$ cat src/rtl/frame_gate_ctrl.sv
module frame_gate_ctrl #(
  parameter int CLK_HZ      = 50_000_000,
  parameter int FRAME_MS    = 40,
  parameter int SYNC_LOW_MS = 5,
  parameter int HOLDOFF_MS  = 2,
  parameter int QUAL_MS     = 10
) (
  input  logic clk,
  input  logic rst,
  input  logic gate_in,
  output logic sync_n,
  output logic tx_en,
  output logic dec_stb
);
  localparam int CYC_MS    = CLK_HZ / 1000;
  localparam int FRAME_CYC = FRAME_MS * CYC_MS;
  localparam int LOW_CYC   = SYNC_LOW_MS * CYC_MS;
  localparam int QSTART    = HOLDOFF_MS * CYC_MS;
  localparam int QEND      = QSTART + QUAL_MS * CYC_MS;
  localparam int CW        = $clog2(FRAME_CYC);

  localparam logic [CW-1:0] FRAME_LAST = CW'(FRAME_CYC - 1);
  localparam logic [CW-1:0] LOW_END    = CW'(LOW_CYC);
  localparam logic [CW-1:0] WIN_FIRST  = CW'(QSTART);
  localparam logic [CW-1:0] WIN_STOP   = CW'(QEND);

  logic [CW-1:0] fcnt;
  logic gate_s1, gate_s2, qual_ok;

  wire in_window = (fcnt >= WIN_FIRST) && (fcnt < WIN_STOP);
  wire decide    = (fcnt == WIN_STOP);

  always_ff @(posedge clk) begin
    if (rst) begin
      fcnt    <= '0;
      sync_n  <= 1'b1;
      gate_s1 <= 1'b0;
      gate_s2 <= 1'b0;
      qual_ok <= 1'b1;
      tx_en   <= 1'b0;
      dec_stb <= 1'b0;
    end else begin
      fcnt    <= (fcnt == FRAME_LAST) ? '0 : fcnt + 1'b1;
      sync_n  <= (fcnt >= LOW_END);
      gate_s1 <= gate_in;
      gate_s2 <= gate_s1;
      if (fcnt == WIN_FIRST)
        qual_ok <= gate_s2;
      else if (in_window)
        qual_ok <= qual_ok & gate_s2;
      dec_stb <= decide;
      if (decide)
        tx_en <= qual_ok;
    end
  end


  sync_fall_at_frame_start_chk: assert property (@(posedge clk) disable iff (rst)
    $fell(sync_n) |-> (fcnt == CW'(1)));


  tx_hold_between_decisions_chk: assert property (@(posedge clk) disable iff (rst)
    !dec_stb |-> $stable(tx_en));


  strobe_single_cycle_chk: assert property (@(posedge clk) disable iff (rst)
    dec_stb |=> !dec_stb);


  strobe_outside_sync_low_chk: assert property (@(posedge clk) disable iff (rst)
    dec_stb |-> sync_n);


  window_counter_sane_chk: assert property (@(posedge clk) disable iff (rst)
    fcnt <= FRAME_LAST);
endmodule

$ cat config.mk
export PLATFORM = sky130hd
export DESIGN_NAME = frame_gate_ctrl
export DESIGN_NICKNAME = d
export VERILOG_FILES = /design/src/rtl/frame_gate_ctrl.sv
export SDC_FILE = /design/constraint.sdc
export NUM_CORES = 1
export LEC_CHECK = 0
export ABC_AREA = 1
export BUFFER_PORTS_ARGS = -buffer_cell sky130_fd_sc_hd__buf_4
export CAP_MARGIN = 20
export CORE_ASPECT_RATIO = 1.25
export CORE_MARGIN = 5
export CORE_UTILIZATION = 25
export CTS_CLUSTER_DIAMETER = 60
export DETAILED_ROUTE_END_ITERATION = 12
export PLACE_DENSITY = 0.5
export SLEW_MARGIN = 10
export SYNTH_ARGS = -nofsm -noshare
export SYNTH_HDL_FRONTEND = slang
export SYNTH_SLANG_ARGS = --single-unit
$ cat constraint.sdc
create_clock -name clk -period 2.7 [get_ports clk]
set_input_delay 0.27 -clock clk [delete_from_list [all_inputs] [get_ports clk]]
set_output_delay 0.27 -clock clk [all_outputs]
set_load 0.005 [all_outputs]
==> summary.md <==
| Metric | Value |
|---|---|
| FILL cells | ~720 |
| Clock-pin slew on the worst setup and hold paths | 90 ps |
| Largest net degree at the start of global routing | 22 |
| Cell taking the most area after synthesis | dfxtp_1 |
| Worst R2R Start | fcnt[0]$_SDFF_PP0_ |
| Via/cell ratio | between 4 and 5 |
| Commonest non-fill, non-tap cell in the layout | nand2_1 |
| Nets | 254 |
| Total core area | a little over 6000 um2 |
| Die W | a little over 80 um |
| Slew headroom | 69.1% |
| Post-Syn Instances | about 240 |
| Dpl hpwl | approximately 3300 um |
| Total chip power | between 600 and 700 uW |
| Final worst clock skew | around 6.0 ps |
| Synth-to-layout area growth | 9.71% |
| Post-synthesis net count | 247 |
| Arr. time, crit path | between 1500 and 2000 ps |
| CP endpoint kind | flop |
| Static leakage | roughly 0.00067 uW |
| Port bufs | 5 |
| Finished Cell Area | approximately 1800 um2 |
| H-Tree Depth | 1 |
| Critical path's largest stage delay | approximately 440 ps |
| CTS tree | yes |
| Final setup violation count | 0 |
| Commonest cells after routing, fill and taps aside | nand2_1 (54), nor2_1 (45), inv_1 (30) |
| Ys Warns | 0 |
| Peak supply drop | 0.188 mV |
| Top Ports | 6 |
| Global-route wire length before repair | 6920 um |
| Seq cells post-synth | 27 |
| Vias in the first global route | around 1,400 |
| Worst-Skew Late Latency | 290 ps |
| Post-Route WL | slightly above 4000 um |
| Area contributors post-synth | dfxtp_1 (34%), nand2_1 (13%), nor2_1 (11%) |
| Hold path start | rst |
| Total Neg Setup Slack | 0 ps |
| FP Rows | 32 |
| Worst-Margin Slew | between 400 and 500 ps |
| Overflow after GRT | 0 |
| Fmax | 594 MHz |
| Crit path from | fcnt[0]$_SDFF_PP0_ |
| Sequential area share after synthesis | ~34% |
| Post-CTS Setup Inserts | 0 |
| Worst EP required | between 2000 and 3000 ps |
| CTS buffer count | 3 |
| Run status | finished, final reports clean |
| Initial antenna violation count | 0 |
| Tcrit/Tclk final | approximately 62% |
| Minimum clock period | about 1700 ps |
| TritonRoute pass-1 iters | 5 |
| Worst hold path class | in -> reg |
| Maxcap violations | 0 |
| Library cells used by synthesis | 22 |
| Worst-path cell chain | ha_1, inv_1, nor2_2, nand3_1, nand2_2, a21oi_1 |
| Share of layout cells above drive strength 1 | 9.68% |
| RSZ-0062 raised after global routing | no |
| Antenna diode count | 0 |
| Gr usage total | between 10% and 20% |
| Pins Over Slew Limit | 0 |
| CP Launch Type | flop |
| # resized after CTS | 0 |
| Hold-fix buffer count after cts | 0 |
| Clock buffer depth | 2 |
| Remaining DRCs | 0 |
| Root Driver | clkbuf_8 |
| P per Cell Area | 389 nW/um2 |
| DIE AREA | ~8000 um2 |
| Hold Fails Final Rpt | 0 |
| CP max-delay cell | dfxtp_1 |
| Die Ht | 99.4 um |
| Synthesized area per cell | about 6.6 um2 |
| Detail Route Antenna Nets | 0 |
| Placed cell areas | about 1700 um2 |
| Routed len/inst | 12.4 um |
| Global placer's final weighted congestion | about 0.90 |
| Clk sinks | 27 |
| Critical Path Fanout Max | 21 |
| Post-Syn Area | about 1600 um2 |
| Synth top area share | around a third |
| Drt first-iter violations | 96 |
| Initial core utilization | 25.7% |
| CP Class | reg -> reg |
| Via count | between 1,000 and 1,500 |
metrics by stage:
step / hold WS [ps] / util [%] / setup slack, ps / instances
floorplan: 341 / - / 1310 / 242
global placement: 393 / 27.5 / 1090 / 329
detailed placement: 408 / 27.5 / 1010 / 329
CTS: 182 / 28.2 / 1000 / 333
global route: 172 / 28.2 / 771 / 333
finish: 176 / 28.2 / 1020 / 333
worst max-delay path, delay by kind of cell (launching register included):
kind	cells	cell delay, ps
AOI/OAI and AO/OA	1	90
and+or+nand+nor	3	660
DFF	1	440
adders and majority gates	1	270
buffers and inverters	1	100
metal layers:
metal / GRT usage (%) / share of wire, % / vias up / wire length, um
met3: 1.54 / 2.8 / 10 / 115
met1: 13.2 / 43 / 666 / 1750
met5: 0 / 0 / - / 0
li1: - / - / 782 / -
met2: 19.1 / 51 / 33 / 2090
met4: 6.37 / 3.8 / 0 / 155
final timing paths:
| kind | end | slack (ps) | cells past startpoint |
|---|---|---|---|
| min reg2reg | gate_s2$_SDFF_PP0_ | 420 | 2 |
| min | gate_s1$_SDFF_PP0_ | 180 | 2 |
| max reg2reg | fcnt[19]$_SDFF_PP0_ | 1020 | 6 |
| max | fcnt[19]$_SDFF_PP0_ | 1020 | 6 |
state kept, by name, summed over array words and instances (netlist names):
name and cells:
dec_stb 1, fcnt 21, gate_s2 1, gate_s1 1, sync_n 1, qual_ok 1, tx_en 1
Yosys cell counts:
cell	count
nand2_1	54
nor2_1	45
inv_1	30
dfxtp_1	27
nand3_1	21
a21oi_1	11
nand4_1	10
xor2_1	9
nor3_1	7
nor2_2	4
o21ai_0	4
buf_6	3
nand2_2	3
ha_1	2
inv_2	2
nor2_4	2
nor3_2	2
nor3_4	2
nand2_4	1
nand3b_1	1
nor4_1	1
or2_0	1
cells by family after synthesis:
family                   share of synthesized area [%]
AND/OR/NAND/NOR                                   45.3
buffers and inverters                             9.63
adder cells (fa/ha/maj)                           1.57
XOR/XNOR                                          4.93
AO/OA/AOI/OAI                                     4.70
flip-flops                                        33.8
report_power, final:
group          switching, uW  internal [uW]
logic                   18.4           10.2
registers               5.62            404
clock network            137            106
total                    161            520
cell type report:
class	count	area (um2)	area share, %
multi-input cells	180	903	51.5
flip-flops and latches	27	541	30.8
inverters	32	120	6.85
well taps	85	106	6.07
clock buffers	4	45.0	2.57
repair buffers	5	37.5	2.14
No activity file was read; power rests on OpenSTA's default activity.
